==> src/rtl/psa_pkg.sv <==
package psa_pkg;
  localparam int SLICE_W    = 8;
  localparam int NUM_SLICES = 8;
  localparam int WORD_W     = SLICE_W * NUM_SLICES;

  // Strobes passed from the lane control to the datapath
  typedef struct packed {
    logic [NUM_SLICES-1:0] cutMask;  // slice k starts a lane
    logic [NUM_SLICES-1:0] topMask;  // slice k ends a lane
    logic                  carryIn;  // injected carry at each cut
    logic                  satEn;    // clamp instead of wrap
  } laneStrobes_t;
endpackage

==> src/rtl/psa_ctrl.sv <==
module psa_ctrl
  import psa_pkg::*;
(
  input  logic [1:0]   laneSize,
  input  logic         subtract,
  input  logic         saturate,
  output laneStrobes_t strobes
);
  always_comb begin
    int spanMask;
    spanMask = (1 << laneSize) - 1;
    if (spanMask > NUM_SLICES - 1) spanMask = NUM_SLICES - 1;
    strobes.carryIn = subtract;
    strobes.satEn   = saturate;
    for (int k = 0; k < NUM_SLICES; k++) begin
      strobes.cutMask[k] = ((k & spanMask) == 0);
      strobes.topMask[k] = ((k & spanMask) == spanMask);
    end
  end

  always_comb begin
    assert_base_cut_R2: assert (strobes.cutMask[0]);
    assert_top_end_R6: assert (strobes.topMask[NUM_SLICES-1]);
    assert_mask_pairs_R1: assert ($countones(strobes.cutMask) == $countones(strobes.topMask));
  end
endmodule

==> src/rtl/psa_slice.sv <==
module psa_slice #(
  parameter int W = 8
) (
  input  logic [W-1:0] a,
  input  logic [W-1:0] b,
  input  logic         sub,
  input  logic         cin,
  output logic [W-1:0] raw,
  output logic         cout,
  output logic         ovf
);
  logic [W-1:0] bEff;
  always_comb begin
    bEff        = b ^ {W{sub}};
    {cout, raw} = {1'b0, a} + {1'b0, bEff} + {{W{1'b0}}, cin};
    ovf         = (a[W-1] == bEff[W-1]) && (raw[W-1] != a[W-1]);
  end
endmodule

==> src/rtl/psa_datapath.sv <==
module psa_datapath
  import psa_pkg::*;
(
  input  logic [WORD_W-1:0]     opA,
  input  logic [WORD_W-1:0]     opB,
  input  laneStrobes_t          strobes,
  output logic [WORD_W-1:0]     result,
  output logic [NUM_SLICES-1:0] laneOvf
);
  logic [NUM_SLICES-1:0] sliceCin, sliceCout, sliceOvf, laneOvfB, laneNegB;
  logic [SLICE_W-1:0]    sliceRaw [NUM_SLICES];

  for (genvar k = 0; k < NUM_SLICES; k++) begin : g_slice
    if (k == 0) begin : g_first
      assign sliceCin[k] = strobes.carryIn;
    end else begin : g_rest
      assign sliceCin[k] = strobes.cutMask[k] ? strobes.carryIn : sliceCout[k-1];
    end

    psa_slice #(.W(SLICE_W)) u_slice (
      .a   (opA[k*SLICE_W +: SLICE_W]),
      .b   (opB[k*SLICE_W +: SLICE_W]),
      .sub (strobes.carryIn),
      .cin (sliceCin[k]),
      .raw (sliceRaw[k]),
      .cout(sliceCout[k]),
      .ovf (sliceOvf[k])
    );

    // overflow and sign of the lane's top slice, passed down through the lane
    if (k == NUM_SLICES - 1) begin : g_top
      assign laneOvfB[k] = sliceOvf[k];
      assign laneNegB[k] = opA[k*SLICE_W + SLICE_W - 1];
    end else begin : g_inner
      assign laneOvfB[k] = strobes.topMask[k] ? sliceOvf[k] : laneOvfB[k+1];
      assign laneNegB[k] = strobes.topMask[k] ? opA[k*SLICE_W + SLICE_W - 1] : laneNegB[k+1];
    end

    always_comb begin
      if (strobes.satEn && laneOvfB[k]) begin
        if (strobes.topMask[k])
          result[k*SLICE_W +: SLICE_W] = {laneNegB[k], {(SLICE_W-1){~laneNegB[k]}}};
        else
          result[k*SLICE_W +: SLICE_W] = {SLICE_W{~laneNegB[k]}};
      end else begin
        result[k*SLICE_W +: SLICE_W] = sliceRaw[k];
      end
    end
  end

  assign laneOvf = sliceOvf & strobes.topMask;

  always_comb begin
    // a - a wraps through zero: every lane's top slice carries out
    if (strobes.carryIn && opA == opB)
      assert_self_sub_carry_R4: assert (sliceCout[NUM_SLICES-1] && laneOvf == '0);
  end
endmodule

==> src/rtl/simd_sat_adder.sv <==
module simd_sat_adder
  import psa_pkg::*;
(
  input  logic [63:0] opA,
  input  logic [63:0] opB,
  input  logic [1:0]  laneSize,
  input  logic        subtract,
  input  logic        saturate,
  output logic [63:0] result,
  output logic [7:0]  laneOvf
);
  laneStrobes_t strobes;

  psa_ctrl u_ctrl (
    .laneSize(laneSize),
    .subtract(subtract),
    .saturate(saturate),
    .strobes (strobes)
  );

  psa_datapath u_dp (
    .opA    (opA),
    .opB    (opB),
    .strobes(strobes),
    .result (result),
    .laneOvf(laneOvf)
  );

  always_comb begin
    assert_flag_count_R6: assert ($countones(laneOvf) <= (NUM_SLICES >> laneSize));
    for (int k = 0; k < NUM_SLICES; k++) begin
      if (laneOvf[k] && !saturate)
        assert_wrap_sign_R5: assert (result[k*SLICE_W+SLICE_W-1] != opA[k*SLICE_W+SLICE_W-1]);
      if (laneOvf[k] && saturate)
        assert_clamp_sign_R7: assert (result[k*SLICE_W+SLICE_W-1] == opA[k*SLICE_W+SLICE_W-1]);
    end
  end
endmodule

==> config.mk <==
export PLATFORM = sky130hd
export DESIGN_NAME = simd_sat_adder
export DESIGN_NICKNAME = d
export VERILOG_FILES = /design/src/rtl/psa_pkg.sv /design/src/rtl/psa_ctrl.sv /design/src/rtl/psa_slice.sv /design/src/rtl/psa_datapath.sv /design/src/rtl/simd_sat_adder.sv
export SDC_FILE = /design/constraint.sdc
export NUM_CORES = 1
export LEC_CHECK = 0
export ABC_CLOCK_PERIOD_IN_PS = 14030
export BUFFER_PORTS_ARGS = -buffer_cell sky130_fd_sc_hd__buf_2
export CAP_MARGIN = 20
export CELL_PAD_IN_SITES_DETAIL_PLACEMENT = 2
export CELL_PAD_IN_SITES_GLOBAL_PLACEMENT = 2
export CORE_UTILIZATION = 24
export DETAILED_ROUTE_END_ITERATION = 6
export PLACE_DENSITY_LB_ADDON = 0.15
export SYNTH_ARGS = -nofsm -noshare
export SYNTH_HDL_FRONTEND = slang
export SYNTH_SLANG_ARGS = --single-unit
==> constraint.sdc <==
create_clock -name vclk -period 14.03
set_input_delay 0.7015 -clock vclk [all_inputs]
set_output_delay 0.7015 -clock vclk [all_outputs]
set_load 0.1 [all_outputs]
# [Yosys cells after proc, flatten, opt, wreduce, memory -nomap -nowiden]
# Index checks and enable logic that the tools add are counted.
[classes] add_sub_neg=17 n_lt_le_gt_ge=1 n_eq_ne=16 shift=1 muxes=38 bitwise_logic=17 n_reduce_logical=31
[ops] operator="zero test 32 bit" count=8
[ops] operator="two-way mux 8 bit" count=16
[ops] operator="zero test 31 bit" count=3
[ops] operator="zero test 30 bit" count=3
[ops] operator="bitwise XOR 8 bit" count=8
[ops] operator="adder 8 x 8 -> 9 bit" count=7
[ops] operator="adder 9 x 1 -> 9 bit" count=7
[ops] operator="greater-than comparator 32 x 4 -> 1 bit (second input constant)" count=1
[ops] operator="two-way mux 32 bit" count=1
[ops] operator="<< shifter 1 x 2 -> 32 bit (first input constant)" count=1
[ops] operator="subtractor 32 x 2 -> 32 bit (second input constant)" count=1
[ops] operator="zero test 29 bit" count=1
[ops] operator="two-way mux 1 bit" count=21
[ops] operator="logical AND 1 bit" count=16
[ops] operator="adder 8 x 1 -> 8 bit" count=1
[ops] operator="adder 8 bit" count=1
[ops] operator="bitwise AND 8 bit" count=1
[ops] operator="equality test 1 bit" count=8
[ops] operator="inequality test 1 bit" count=8
[ops] operator="inverter 1 bit" count=8
[word_totals] regBits=0 inputBits=132 wordCells=121

# [Logic depth before layout (Yosys ltp)]
[logic_depth] word_depth=30 mapped_depth=82 depth_no_buf=80

# [Modules after synthesis]
# Synthesis repeated with hierarchy kept, for this count alone.
[hier_totals] cells_unflattened=704 hier_area_um2=5303.8
[by_module_without_submodules] mod="psa_slice (u_dp.g_slice[0].u_slice ...)" instances=4 cells_each=60 area_each_um2=473.0 seq_area_each_um2=0.0
[by_module_without_submodules] mod="psa_datapath" instances=1 cells_each=196 area_each_um2=1338.8 seq_area_each_um2=0.0
[by_module_without_submodules] mod="psa_slice (u_dp.g_slice[1].u_slice ...)" instances=2 cells_each=61 area_each_um2=467.9 seq_area_each_um2=0.0
[by_module_without_submodules] mod="psa_slice (u_dp.g_slice[3].u_slice)" instances=1 cells_each=60 area_each_um2=470.5 seq_area_each_um2=0.0
[by_module_without_submodules] mod="psa_slice (u_dp.g_slice[6].u_slice)" instances=1 cells_each=60 area_each_um2=465.4 seq_area_each_um2=0.0
[by_module_without_submodules] mod="psa_ctrl" instances=1 cells_each=26 area_each_um2=201.4 seq_area_each_um2=0.0

# [Worst setup path after synthesis]
# OpenSTA, ideal clock, no wires.
[synth_path] path_type="input to output" start="in subtract" end="out result[28]" t_arrival_ns=16.315 required_ns=13.328 slack_ns=-2.986 path_stages=82 n_path_buf=2 path_cell_list="buf_2 buf_1 xor2_1 inv_1 fa_1 nor2b_1 o21ai_0 nand2b_1 a21o_1 a21o_1 a21o_1 a211o_1 o21ai_0 fa_1 fa_1 nor2b_1 o21ai_0 a21oi_1 [46 not listed] fa_1 nor2b_1 o21ai_0 nand2b_1 a21o_1 a21o_1 a21o_1 a211oi_1 nor2_1 fa_1 a21o_1 o21ai_1 a32o_1 mux2i_1 o21ai_1 a21oi_4 o21a_1 o31ai_1"
[synth_via] elab_chain_cells=25 word_cells_on_any_way=52 classes_between="add/sub: 16; eq/ne: 10; mux: 12; bitwise: 8; reduce/logical: 6"
[synth_rtl] item="from (decl)" line="simd_sat_adder.sv:7" source="input logic subtract,"
[synth_rtl] item="bitwise XOR 8 bit" line="psa_slice.sv:14" source="bEff = b ^ {W{sub}};"
[synth_rtl] item="adder 8 x 8 -> 9 bit" line="psa_slice.sv:15" source="{cout, raw} = {1'b0, a} + {1'b0, bEff} + {{W{1'b0}}, cin};"
[synth_rtl] item="adder 9 x 1 -> 9 bit" line="psa_slice.sv:15"
[synth_rtl] item="two-way mux 1 bit" line="psa_datapath.sv:17" source="assign sliceCin[k] = strobes.cutMask[k] ? strobes.carryIn : sliceCout[k-1];"
[synth_rtl] item="adder 9 x 1 -> 9 bit" line="psa_slice.sv:15"
[synth_rtl] item="two-way mux 1 bit" line="psa_datapath.sv:17"
[synth_rtl] item="adder 9 x 1 -> 9 bit" line="psa_slice.sv:15"
[synth_rtl] item="two-way mux 1 bit" line="psa_datapath.sv:17"
[synth_rtl] item="[6 not listed]"
[synth_rtl] item="adder 9 x 1 -> 9 bit" line="psa_slice.sv:15"
[synth_rtl] item="two-way mux 1 bit" line="psa_datapath.sv:17"
[synth_rtl] item="adder 8 x 1 -> 8 bit" line="psa_slice.sv:15"
[synth_rtl] item="inequality test 1 bit" line="psa_slice.sv:16" source="ovf = (a[W-1] == bEff[W-1]) && (raw[W-1] != a[W-1]);"
[synth_rtl] item="logical AND 1 bit" line="psa_slice.sv:16"
[synth_rtl] item="two-way mux 1 bit (4 in series)" line="psa_datapath.sv:35" source="assign laneOvfB[k] = strobes.topMask[k] ? sliceOvf[k] : laneOvfB[k+1];"
[synth_rtl] item="logical AND 1 bit" line="psa_datapath.sv:40" source="if (strobes.satEn && laneOvfB[k]) begin"
[synth_rtl] item="two-way mux 8 bit (*)" line="psa_datapath.sv:40"
[synth_rtl] item="to (decl)" line="simd_sat_adder.sv:9" source="output logic [63:0] result,"
# Every way passes the cells marked *; elsewhere a longest branch is shown, timed or not.

# [Final worst setup path]
[layout_path] start="in opB[1]" end="out result[16]"
[layout_via] elab_chain_cells=26 word_cells_on_any_way=36 classes_between="add/sub: 9; eq/ne: 6; mux: 13; bitwise: 1; reduce/logical: 7"
[layout_rtl] item="from (decl)" line="simd_sat_adder.sv:5" source="input logic [63:0] opB,"
[layout_rtl] item="bitwise XOR 8 bit (*)" line="psa_slice.sv:14"
[layout_rtl] item="adder 8 x 8 -> 9 bit (*)" line="psa_slice.sv:15"
[layout_rtl] item="adder 9 x 1 -> 9 bit (*)" line="psa_slice.sv:15"
[layout_rtl] item="two-way mux 1 bit (*)" line="psa_datapath.sv:17"
[layout_rtl] item="adder 9 x 1 -> 9 bit (*)" line="psa_slice.sv:15"
[layout_rtl] item="two-way mux 1 bit (*)" line="psa_datapath.sv:17"
[layout_rtl] item="adder 9 x 1 -> 9 bit (*)" line="psa_slice.sv:15"
[layout_rtl] item="two-way mux 1 bit" line="psa_datapath.sv:17"
[layout_rtl] item="[6 not listed]"
[layout_rtl] item="adder 9 x 1 -> 9 bit" line="psa_slice.sv:15"
[layout_rtl] item="two-way mux 1 bit" line="psa_datapath.sv:17"
[layout_rtl] item="adder 8 x 1 -> 8 bit" line="psa_slice.sv:15"
[layout_rtl] item="inequality test 1 bit" line="psa_slice.sv:16"
[layout_rtl] item="logical AND 1 bit" line="psa_slice.sv:16"
[layout_rtl] item="two-way mux 1 bit (5 in series)" line="psa_datapath.sv:35"
[layout_rtl] item="logical AND 1 bit" line="psa_datapath.sv:40"
[layout_rtl] item="two-way mux 8 bit (*)" line="psa_datapath.sv:40"
# Marked as above.

==> flow_summary.yaml <==
critical_path:
  critPathSlowestCell: "fa_2"
  cp.required_ps: 13330
  cp-startpoint: "opB[1]"
  end_kind: "output pin"
  critPathLaunchType: "primary input"
  path_max_fanout: 8
  arrival_ps: 14300
  slowest_delay_ps: 420
  path_class: "primary input to output pin"
cells_and_area:
  area.sequential_um2: 0
  clkbuf_count: 0
  final_cell_area_um2: 8310
  layoutNonFillerInstCount: 1048
  final_common_cell: "buf_2"
  drive_above_1_share_pct: 52.0
  mostFrequentLayoutCells: "136 x buf_2, 73 x xor2_1, 73 x buf_12, 73 x buf_4, 56 x ha_1"
  nets: 1026
  syn_to_final_growth_pct: 93.3
  design.seq.count: 0
global_routing:
  grt_pass1_wl_um: 30700
  track_usage_pct: 21.0
  grt_max_degree: 36
  grt_pass1_vias: 5894
  antenna_found_initial: 3
  grt_overflow: 0
power:
  p_clk_share_pct: 0
  ir_drop_uv: 118
  leakagePower_nw: 3.82
  p_int_mw: 0.514
  seq_power_share_pct: 0
  pwr-share-comb_pct: 100.0
  power.density_nw_per_um2: 161
  switching_share_pct: 61.5
  power.net_switching_mw: 0.820
floorplanning:
  num_rows: 48
  num_io_pins: 204
  core_area_um2: 17400
  dieWidth_um: 136
  die_height_um: 136
  fp.dieArea_um2: 18500
  initial_core_util_pct: 24.7
worst_hold_path:
  hold_depth: 4
  min_from: "opA[0]"
  worstHoldEndpoint: "result[0]"
  hold_path.class: "primary input to output pin"
route:
  drt_drc_violations_left: 0
  wl_per_cell_um: 19.3
  drt_iter0_drc: 108
  drt_wl_total_um: 20200
  first_pass_iters: 4
  via_per_inst: 4.98
  ant_nets: 0
  via_count: 5216
yosys:
  synth_area_um2: 4300
  synth_cell_type_count: 63
  synth.top_cell.area_share_pct: 16.3
  postSynthAreaPerCell_um2: 7.89
  synth_cells: 545
  synthTopCellsByArea: "ha_1 16%, xor2_1 15%, mux2i_1 9.5%"
  synth_fp_nets: 748
  synth_largest_area_cell: "ha_1"
  seq_area_frac_synth_pct: 0
  ys_warn_count: 0
timing:
  tightest_slew_ps: 965
  whs_ps: 1950
  maxSlewHeadroom_pct: 35.4
  fin_crit_ps: 15000
  finalSetupTns_ps: -51060
  max_freq_mhz: 66.6
  setup_viol: 65
  rsz0062_at_grt: "yes"
  hold_viol: 0
  layout_setup_ws_ps: -975
  slew_viol_final: 0
  finalCritPeriodShare_pct: 107
placement:
  port_buffers: 204
  globalplace.congestion: 0.841
  dp_cells: 1020
  hpwl_um: 17100
  placed_area_um2: 7820
run_status:
  status: "finished, violations left"
  violations: "setup timing"
flow_run:
  maxCapViolCount: 0
clocking:
  hold_buffers: 0
[worst max-delay path, delay by kind of cell]
family,cells,cell delay [ps]
multiplexers,2,500
AND/OR/NAND/NOR,15,1810
AO/OA/AOI/OAI,47,5460
XOR/XNOR,1,160
buffers and inverters,4,570
adder cells (fa/ha/maj),14,5090
[routing by layer]
metal	routed length (um)	GRT usage (%)	vias to the layer above
met5	11	0	-
met4	113	1.19	2
met3	700	1.57	10
met2	11300	42.5	124
met1	8070	24.6	2590
li1	-	-	2490
[worst max-delay path by stage]
stage	endpoint	slack (ps)
6_report	result[16]	-970
5_1_grt	result[16]	-1790
4_1_cts	result[16]	-1130
2_1_floorplan	result[16]	-1280
3_3_place_gp	result[16]	-1050
3_5_place_dp	result[16]	-1660
[stage by stage]
stage,power (mW),setup slack (ps),utilization [%]
2_1_floorplan,0.855,-1280,-
3_3_place_gp,1.27,-1050,44.9
3_5_place_dp,1.30,-1660,44.9
4_1_cts,1.31,-1130,45.8
5_1_grt,1.38,-1790,47.7
6_report,1.33,-975,47.7
[cells by family after synthesis]
logic type / Yosys count / synth area share [%]
multiplexers: 42 / 9.81
AND/OR/NAND/NOR: 116 / 14.3
XOR/XNOR: 110 / 22.6
AO/OA/AOI/OAI: 157 / 25.2
adder cells (fa/ha/maj): 71 / 23.3
buffers and inverters: 49 / 4.86
[synth_stat cells, drive strengths merged, types with 3 or more instances]
library cell  number
nor2b             16
buf                9
nand3              8
xnor2             35
xor2              75
o21ai             56
o31ai              9
inv               35
o211ai             5
nand2b            18
nor3               9
nor2              26
a21oi             21
clkbuf             5
nand2             24
a21o              25
a211o              4
ha                56
mux2i             41
a31oi              3
fa                15
o22ai              3
o21a              13
and2               3
[cell type report]
| cell class | count | area (um^2) |
|---|---|---|
| fill | 1877 | 9110 |
| multi-input combinational | 496 | 5100 |
| timing repair buffer | 290 | 2800 |
| tap | 225 | 282 |
| inverter | 35 | 131 |
| antenna | 2 | 5.00 |
[power by group through the flow]
stage | registers (mW) | logic, mW | clock network [mW]
after floorplan | 0 | 0.855 | 0
after global placement | 0 | 1.27 | 0
after detailed placement | 0 | 1.30 | 0
after CTS | 0 | 1.31 | 0
after global routing | 0 | 1.38 | 0.00000000953
final | 0 | 1.33 | 0.0000000191
[what timing repair did]
| action | in CTS | in global routing |
|---|---|---|
| pin swaps | 36 | 5 |
| setup endpoints to repair | 65 | 65 |
| gates cloned | 0 | 0 |
| gates resized for setup | 24 | 33 |
| setup buffers | 6 | 21 |
Power figures use the tool's default switching activity.
